$ cat config.mk
export PLATFORM = sky130hd
export DESIGN_NAME = seed_match_engine
export DESIGN_NICKNAME = d
export VERILOG_FILES = /design/src/rtl/seed_match_pkg.sv /design/src/rtl/seed_table.sv /design/src/rtl/hit_fifo.sv /design/src/rtl/seed_match_engine.sv
export SDC_FILE = /design/constraint.sdc
export NUM_CORES = 2
export LEC_CHECK = 0
export CORE_AREA = 3 3 385 349
export DETAILED_ROUTE_END_ITERATION = 7
export DIE_AREA = 0 0 388 352
export PLACE_DENSITY = 0.87
export SETUP_SLACK_MARGIN = 0.5
export SYNTH_ARGS = -nofsm -noshare
export SYNTH_HDL_FRONTEND = slang
export SYNTH_SLANG_ARGS = --single-unit
$ cat constraint.sdc
create_clock -name clk -period 7.1 [get_ports clk]
set_input_delay 1.42 -clock clk [delete_from_list [all_inputs] [get_ports clk]]
set_output_delay 1.42 -clock clk [all_outputs]
set_load 0.01 [all_outputs]
$ cat src/rtl/seed_match_pkg.sv
`timescale 1ns/1ps
package seed_match_pkg;
    localparam int unsigned DEF_SYM_W      = 5;
    localparam int unsigned DEF_SEED_LEN   = 4;
    localparam int unsigned DEF_ENTRIES    = 64;
    localparam int unsigned DEF_POS_W      = 32;
    localparam int unsigned DEF_FIFO_DEPTH = 8;
endpackage

$ cat src/rtl/seed_table.sv
`timescale 1ns/1ps
module seed_table #(
    parameter int unsigned SYM_W    = 5,
    parameter int unsigned SEED_LEN = 4,
    parameter int unsigned ENTRIES  = 64,
    localparam int unsigned WORD_W  = SYM_W * SEED_LEN,
    localparam int unsigned IDX_W   = $clog2(ENTRIES)
) (
    input  logic              clk,
    input  logic              rst_n,
    input  logic              wr_en,
    input  logic [IDX_W-1:0]  wr_idx,
    input  logic [WORD_W-1:0] wr_word,
    input  logic              wr_valid,
    input  logic [WORD_W-1:0] probe_word,
    output logic              any_hit,
    output logic [IDX_W-1:0]  first_idx,
    output logic              multi_hit
);
    typedef struct packed {
        logic [ENTRIES-1:0][WORD_W-1:0] word;
        logic [ENTRIES-1:0]             valid;
    } table_t;

    table_t tbl_d, tbl_q;
    logic [ENTRIES-1:0] match;

    always_comb begin
        tbl_d = tbl_q;
        if (wr_en) begin
            tbl_d.word[wr_idx]  = wr_word;
            tbl_d.valid[wr_idx] = wr_valid;
        end
    end

    always_ff @(posedge clk) begin
        if (!rst_n) tbl_q <= '0;
        else        tbl_q <= tbl_d;
    end

    for (genvar g = 0; g < ENTRIES; g++) begin : g_cmp
        assign match[g] = tbl_q.valid[g] && (tbl_q.word[g] == probe_word);
    end

    always_comb begin
        first_idx = '0;
        for (int i = ENTRIES - 1; i >= 0; i--) begin
            if (match[i]) first_idx = IDX_W'(i);
        end
        any_hit   = |match;
        multi_hit = (match & (match - 1'b1)) != '0;
    end
endmodule

$ cat src/rtl/hit_fifo.sv
`timescale 1ns/1ps
module hit_fifo #(
    parameter int unsigned DATA_W = 39,
    parameter int unsigned DEPTH  = 8,
    localparam int unsigned PTR_W = $clog2(DEPTH),
    localparam int unsigned CNT_W = $clog2(DEPTH + 1)
) (
    input  logic              clk,
    input  logic              rst_n,
    input  logic              push,
    input  logic [DATA_W-1:0] push_data,
    input  logic              pop,
    output logic              out_valid,
    output logic [DATA_W-1:0] out_data,
    output logic [CNT_W-1:0]  count
);
    typedef struct packed {
        logic [DEPTH-1:0][DATA_W-1:0] mem;
        logic [PTR_W-1:0]             wr;
        logic [PTR_W-1:0]             rd;
        logic [CNT_W-1:0]             cnt;
    } fifo_t;

    fifo_t st_d, st_q;
    logic  do_push, do_pop;

    function automatic logic [PTR_W-1:0] bump(input logic [PTR_W-1:0] p);
        return (p == PTR_W'(DEPTH - 1)) ? '0 : p + 1'b1;
    endfunction

    always_comb begin
        st_d    = st_q;
        do_push = push && (st_q.cnt != CNT_W'(DEPTH));
        do_pop  = pop && (st_q.cnt != '0);
        if (do_push) begin
            st_d.mem[st_q.wr] = push_data;
            st_d.wr           = bump(st_q.wr);
        end
        if (do_pop) st_d.rd = bump(st_q.rd);
        case ({do_push, do_pop})
            2'b10:   st_d.cnt = st_q.cnt + 1'b1;
            2'b01:   st_d.cnt = st_q.cnt - 1'b1;
            default: st_d.cnt = st_q.cnt;
        endcase
    end

    always_ff @(posedge clk) begin
        if (!rst_n) st_q <= '0;
        else        st_q <= st_d;
    end

    assign out_valid = st_q.cnt != '0;
    assign out_data  = st_q.mem[st_q.rd];
    assign count     = st_q.cnt;
endmodule

$ cat src/rtl/seed_match_engine.sv
`timescale 1ns/1ps
module seed_match_engine import seed_match_pkg::*; #(
    parameter int unsigned SYM_W      = DEF_SYM_W,
    parameter int unsigned SEED_LEN   = DEF_SEED_LEN,
    parameter int unsigned ENTRIES    = DEF_ENTRIES,
    parameter int unsigned POS_W      = DEF_POS_W,
    parameter int unsigned FIFO_DEPTH = DEF_FIFO_DEPTH,
    localparam int unsigned WORD_W    = SYM_W * SEED_LEN,
    localparam int unsigned IDX_W     = $clog2(ENTRIES)
) (
    input  logic              clk,
    input  logic              rst_n,
    input  logic              load_en,
    input  logic [IDX_W-1:0]  load_idx,
    input  logic [WORD_W-1:0] load_word,
    input  logic              load_valid,
    input  logic              sym_valid,
    input  logic [SYM_W-1:0]  sym_data,
    input  logic              sym_first,
    output logic              sym_ready,
    output logic              hit_valid,
    output logic [POS_W-1:0]  hit_pos,
    output logic [IDX_W-1:0]  hit_idx,
    output logic              hit_multi,
    input  logic              hit_pop
);
    localparam int unsigned FILL_W = $clog2(SEED_LEN);
    localparam int unsigned HIT_W  = POS_W + IDX_W + 1;
    localparam int unsigned CNT_W  = $clog2(FIFO_DEPTH + 1);

    typedef struct packed {
        logic [WORD_W-1:0] win;
        logic [FILL_W-1:0] fill;
        logic [POS_W-1:0]  pos;
    } stream_t;

    stream_t           st_d, st_q;
    logic              accept, window_full, hit_push;
    logic [POS_W-1:0]  base_pos;
    logic [FILL_W-1:0] base_fill;
    logic [WORD_W-1:0] next_win;
    logic              tbl_any, tbl_multi;
    logic [IDX_W-1:0]  tbl_idx;
    logic [HIT_W-1:0]  push_data, head_data;
    logic [CNT_W-1:0]  fifo_count;

    assign sym_ready = fifo_count != CNT_W'(FIFO_DEPTH);

    always_comb begin
        st_d        = st_q;
        accept      = sym_valid && sym_ready;
        base_pos    = sym_first ? '0 : st_q.pos;
        base_fill   = sym_first ? '0 : st_q.fill;
        next_win    = {st_q.win[WORD_W-SYM_W-1:0], sym_data};
        window_full = base_fill == FILL_W'(SEED_LEN - 1);
        hit_push    = accept && window_full && tbl_any;
        push_data   = {base_pos - POS_W'(SEED_LEN - 1), tbl_idx, tbl_multi};
        if (accept) begin
            st_d.win  = next_win;
            st_d.fill = window_full ? base_fill : base_fill + 1'b1;
            st_d.pos  = base_pos + 1'b1;
        end
    end

    always_ff @(posedge clk) begin
        if (!rst_n) st_q <= '0;
        else        st_q <= st_d;
    end

    seed_table #(
        .SYM_W(SYM_W), .SEED_LEN(SEED_LEN), .ENTRIES(ENTRIES)
    ) i_table (
        .clk(clk), .rst_n(rst_n),
        .wr_en(load_en), .wr_idx(load_idx), .wr_word(load_word), .wr_valid(load_valid),
        .probe_word(next_win),
        .any_hit(tbl_any), .first_idx(tbl_idx), .multi_hit(tbl_multi)
    );

    hit_fifo #(
        .DATA_W(HIT_W), .DEPTH(FIFO_DEPTH)
    ) i_fifo (
        .clk(clk), .rst_n(rst_n),
        .push(hit_push), .push_data(push_data),
        .pop(hit_pop),
        .out_valid(hit_valid), .out_data(head_data), .count(fifo_count)
    );

    assign {hit_pos, hit_idx, hit_multi} = head_data;
endmodule

**After elaboration in Yosys (flattened, before gate mapping)**

Index checks and enable logic that the tools add are counted.

- Register bits after elaboration: 1715
- Input port bits: 38
- Output and inout port bits: 41
- Word-level logic and storage cells: 319

- Add/sub/neg operators: 8
- $lt $le $gt $ge: 5
- Eq/ne operators: 70
- Muxes and demuxes: 81
- Bitwise logic cells: 1
- Reductions and logical operators: 75

Operators by type and width:

| operator | count |
|---|---|
| $bwmux W1280 | 1 |
| $eq A20 B20 Y1 | 64 |
| $mux W6 | 64 |
| $bwmux W312 | 1 |
| $demux W20 S6 | 1 |
| $bmux W39 S3 | 1 |
| $demux W39 S3 | 1 |
| $mux W39 | 2 |
| $logic_and A1 B1 Y1 | 71 |
| $and A64 B64 Y64 | 1 |
| $bwmux W64 | 1 |
| $reduce_bool A64 Y1 | 1 |
| $reduce_or A64 Y1 | 1 |
| $sub A64 B1 Y64 const B | 1 |
| $add A32 B1 Y32 const B | 1 |
| $mux W32 | 1 |
| $sub A32 B2 Y32 const B | 1 |
| $mux W20 | 1 |
| $lt A3 B4 Y1 const B | 2 |
| $pmux W4 S2 | 1 |
| $lt A6 B7 Y1 const B | 1 |
| $add A3 B1 Y3 const B | 2 |
| $demux W1 S6 | 1 |
| $eq A3 B3 Y1 const B | 2 |
| other kinds (13) | 16 |

**Depth between registers and ports, before layout**

- Word-level depth: 67
- Gate-level depth with buffers: 21
- Mapped depth without buffers: 17

**By module**

From an unflattened synthesis, not the netlist that was laid out.

- Cells, all modules: 10335
- Area, all modules: 85340.6 sq um

Modules (own cells, without submodules):

| module | instances | cells each | area each (sq um) | seq. area each (sq um) |
|---|---|---|---|---|
| seed_table | 1 | 8253 | 67176.9 | 26905.8 |
| hit_fifo | 1 | 1618 | 14858.0 | 6446.2 |
| seed_match_engine | 1 | 464 | 3305.7 | 980.9 |

**Worst setup path after synthesis**

Ideal clock, no wire load.

- Kind: input-to-reg
- Start point: input sym_first
- End point: register st_q[22] (netlist name)
- Setup time: 128 ps
- Data arrival time: 5306 ps
- Required time: 6972 ps
- Path slack: 1667 ps
- Stages on the path: 19
- Path buffers: 5
- Path through: clkbuf_1 -> inv_1 -> clkbuf_1 -> clkbuf_1 -> clkbuf_1 -> nand2_1 -> inv_1 -> ha_1 -> clkbuf_1 -> and3_1 -> nand3_1 -> nor3_1 -> nand4_1 -> nor2_1 -> inv_1 -> nor4_1 -> and3_1 -> xor2_1 -> nor2_1

- Cells in the longest elaborated chain, start to end: 2

RTL lines:

| element | RTL line | text |
|---|---|---|
| start: declaration | seed_match_engine.sv:19 | `input logic sym_first,` |
| $mux W32 | seed_match_engine.sv:52 | `base_pos = sym_first ? '0 : st_q.pos;` |
| $add A32 B1 Y32 | seed_match_engine.sv:61 | `st_d.pos = base_pos + 1'b1;` |
| end signal: assignment | seed_match_engine.sv:67 | `else st_q <= st_d;` |
| end: declaration | seed_match_engine.sv:37 | `stream_t st_d, st_q;` |

Every way passes these cells.
A chain may end at the register's enable or synchronous reset.

**Final worst setup path**

- Start point: register st_q, in the netlist next_win[5]
- End point: register i_fifo.st_q[312] (netlist name)

- Cells in the longest elaborated chain, start to end: 5
- Elaborated cells between the ends (all ways): 131
- Classes of those cells: eq/ne: 64; reduce/logical: 67

RTL lines:

| element | RTL line | text |
|---|---|---|
| $eq A20 B20 Y1 | seed_table.sv:42 | `assign match[g] = tbl_q.valid[g] && (tbl_q.word[g] == probe_word);` |
| $logic_and A1 B1 Y1 | seed_table.sv:42 |  |
| $reduce_or A64 Y1 * | seed_table.sv:50 | `any_hit = \|match;` |
| $logic_and A1 B1 Y1 * | seed_match_engine.sv:56 | `hit_push = accept && window_full && tbl_any;` |
| $logic_and A1 B1 Y1 * | hit_fifo.sv:33 | `do_push = push && (st_q.cnt != CNT_W'(DEPTH));` |
| end signal: assignment | hit_fifo.sv:49 | `else st_q <= st_d;` |
| end: declaration | hit_fifo.sv:24 | `fifo_t st_d, st_q;` |

Mark *: on every way between the ends. The rest lies on a longest branch, timed or not.

==> flow_metrics.py <==
metrics = {
    "run_status": {
        "status": "finished with violations",
        "violations": "design-rule violations, max-slew violations",
    },
    "synth": {
        "synth_cells": 10791,
        "netlist_area_um2": 83400,
        "synth_fa_ha_area_share_pct": 0.156,
        "yosys.area.top_type_share_pct": 41.2,
        "yosys.area_share.simple_pct": 25.9,
        "synth_top_family_by_area": "simple AND/OR/NAND/NOR gates",
        "synth_warnings": 0,
        "synth_edf_count": 0,
        "ys_types": 80,
        "yosys.area_share.xor_xnor_pct": 13.8,
        "synth_nets": 10838,
        "synth_compound_area_share_pct": 11.3,
        "synth_seq_cells": 1715,
        "yosysSeqAreaShare_pct": 41.2,
        "syn_area_per_cell_um2": 7.72,
        "async_flop_share_pct": 0,
        "synth.area.mux_share_pct": 2.80,
        "synth_area_leader_cell": "dfxtp_1",
        "synth.area.top_cells": "dfxtp_1 (41%), nand2_1 (16%), xnor2_1 (11%), a21oi_1 (10%), nand4_1 (3.3%)",
        "synthFlopType": "dfxtp_1",
    },
    "route": {
        "routed_via_density": 6.57,
        "drc": 10,
        "drt_iter0_drc": 12294,
        "vias": 80727,
        "firstDrtPassIters": 8,
        "wl_mm": 300,
        "ant_nets": 0,
        "wire_per_inst_um": 24.4,
    },
    "grt": {
        "grt_antenna_before_repair": 14,
        "grt_use_total_pct": 41.8,
        "grt_pass1_vias": 76388,
        "grt-ovfl-total": 0,
        "grt_max_degree": 231,
        "grt_pass1_wl_mm": 447,
    },
    "floorplan": {
        "die_area_um2": 137000,
        "die_h_um": 352,
        "ios": 79,
        "rows": 126,
        "die_w_um": 388,
        "coreArea_um2": 131000,
        "start_util_pct": 63.8,
    },
    "finish": {
        "n_fill_cell": 9814,
        "post-route-util_pct": 69.0,
        "multiInputGateArea_um2": 45100,
        "drive_gt1_share_pct": 7.44,
        "area_growth_pct": 8.24,
        "fin_nets": 10457,
        "seqCellArea_um2": 34400,
    },
    "sta": {
        "hold_violations": 0,
        "hold_slack_ns": 0.447,
        "fmax_ghz": 0.161,
        "relSlewSlack_pct": -0.770,
        "tns_ns": 0,
        "slew_violations": 30,
        "rsz0062_at_grt": "no",
        "period_needed_ns": 6.19,
        "fin_crit_sh_pct": 87.3,
        "fin_skew_ns": 0.0454,
        "setup_viol": 0,
        "tightest_slew_ns": 1.51,
    },
    "hold_path": {
        "worstHoldPathCells": 2,
        "min_path_type": "flip-flop to flip-flop",
        "hold_start": "i_fifo.st_q[262]$_SDFFE_PN0P_",
        "hold_end": "i_fifo.st_q[262]$_SDFFE_PN0P_",
    },
    "placement": {
        "portBuffers": 78,
        "place_hpwl_mm": 176,
        "gp_congestion": 1.03,
    },
    "cts": {
        "clk_path_buf_depth": 3,
        "cts_htree_levels": 4,
        "cts_tree": "done",
        "post_cts_resized": 0,
        "clock_sinks": 1715,
        "cts_hold_buffers": 0,
        "cts_made_buffers": 169,
        "post_cts.repair.setup_buffers": 0,
        "clk_latency_ns": 0.84,
        "cts.clk_slew.worst_paths_ns": 0.07,
        "root_buffer": "clkbuf_16",
    },
    "setup_path": {
        "critPathMaxFanout": 29,
        "setup.worst_path.end_class": "flip-flop",
        "crit_type": "flip-flop to flip-flop",
        "r2r_start": "next_win[5]$_SDFFE_PN0P_",
        "crit_required_ns": 7.86,
        "rrSetupSlack_ns": 0.91,
        "reg2regPathDepth": 13,
        "reg2reg_to": "i_fifo.st_q[312]$_SDFFE_PN0P_",
        "cp-start-kind": "flip-flop",
        "worst-endpoint-arrival_ns": 6.95,
    },
    "pwr": {
        "powerDensity_nw_per_um2": 226,
        "leakage_nw": 30.0,
        "max-vdd-ir-drop_v": 0.000263,
    },
    "flow_run": {
        "max-cap-violations": 0,
    },
}
==> final cells by class <==
type | instances | share of cell area, %
clock inverters | 55 | 0.670
flip-flops and latches | 1715 | 38.1
well taps | 1728 | 2.40
multi-input cells | 8171 | 50.0
inverters | 35 | 0.154
clock buffers | 248 | 5.45
diodes | 15 | 0.0416
repair buffers | 318 | 3.17
==> flip-flops by register name, indices dropped and copies added, names as in the netlist <==
name / cells
st_q: 34
i_fifo.st_q: 318
next_win: 15
i_table.tbl_q: 1344
i_fifo.count: 4
==> critical path, stage by stage, from the launching register on <==
cell and delay, ns:
dfxtp_4 1.01, buf_4 0.47, xnor2_1 0.22, nand4_1 0.14, nor4_1 0.34, nand4b_1 0.31
nand2_1 0.36, nor4_1 0.13, and4_1 0.30, a41oi_1 0.81, and4_1 1.20, buf_4 0.43
nand2_1 0.08, a21oi_1 0.18
==> through the flow <==
stage	worst slack (ns)	power (mW)	instances	area, um^2
global route	0.849	20.7	12271	90200
global placement	0.692	11.3	11967	84700
CTS	1.37	20.2	12270	90200
floorplan	1.67	10.9	10791	83400
detailed placement	0.539	11.4	11967	84700
finish	0.905	20.4	12285	90200
==> cell families after synthesis <==
family | count (synthesis)
AO/OA/AOI/OAI | 1823
XOR/XNOR | 1317
adder cells (fa/ha/maj) | 10
buffers and inverters | 905
flip-flops | 1715
multiplexers | 131
AND/OR/NAND/NOR | 4890
==> power breakdown <==
part | switching (mW) | internal, mW | leakage [nW]
Clock | 4.01 | 5.08 | 2.73
Combinational | 1.11 | 0.430 | 13.5
Sequential | 0.0847 | 9.65 | 13.8
Total | 5.20 | 15.2 | 30.0
==> synth_stat cells (15+ instances only) <==
master and number:
or2_2 74, nor4_1 207, xnor2_1 1023, nand2_1 3495, buf_6 34, buf_4 80, mux4_2 78, xor2_1 294
clkbuf_1 681, a21oi_1 1669, nand3_1 195, nor3b_1 63, and3_1 15, mux2_2 40, nand4_1 440, nand4b_1 55
nor3_1 35, o21ai_0 44, nor2_1 181, buf_1 24, inv_1 33, buf_2 51, and4_1 28, dfxtp_1 1715
==> routing by layer <==
layer | GRT usage (%) | wire [um] | up-vias
met5 | 0.559 | 184 | -
met1 | 53.0 | 105000 | 37392
met2 | 60.2 | 122000 | 6271
met4 | 27.5 | 24300 | 20
li1 | - | - | 35215
met3 | 14.5 | 49400 | 1829
==> placed cells by master, fill, tap and decap left out, types with 17 or more instances in the layout <==
| master | n |
|---|---|
| a21oi_1 | 1669 |
| and4_1 | 28 |
| buf_12 | 26 |
| buf_4 | 235 |
| clkbuf_1 | 42 |
| clkbuf_16 | 171 |
| clkbuf_8 | 35 |
| clkdlybuf4s50_1 | 52 |
| clkinv_2 | 32 |
| dfxtp_1 | 1697 |
| dfxtp_4 | 17 |
| inv_1 | 33 |
| mux2_2 | 40 |
| mux4_2 | 78 |
| nand2_1 | 3494 |
| nand3_1 | 193 |
| nand4_1 | 440 |
| nand4b_1 | 55 |
| nor2_1 | 174 |
| nor3_1 | 34 |
| nor3b_1 | 62 |
| nor4_1 | 207 |
| o21ai_0 | 44 |
| or2_2 | 74 |
| xnor2_1 | 1023 |
| xor2_1 | 294 |
==> worst max-delay path by stage <==
stage                                        start                            end  slack (ns)  cells after the start
after global routing                   sym_data[4]  i_fifo.st_q[308]$_SDFFE_PN0P_        0.85                     16
after floorplan                          sym_first          st_q[22]$_SDFFE_PN0P_        1.67                     19
final                     next_win[5]$_SDFFE_PN0P_  i_fifo.st_q[312]$_SDFFE_PN0P_        0.91                     13
after detailed placement               sym_data[4]  i_fifo.st_q[321]$_SDFFE_PN0P_        0.54                     16
after CTS                              sym_data[4]  i_fifo.st_q[321]$_SDFFE_PN0P_        1.37                     16
after global placement                 sym_data[2]   i_fifo.count[3]$_SDFFE_PN0P_        0.69                     20
No activity file was read; power rests on OpenSTA's default activity.
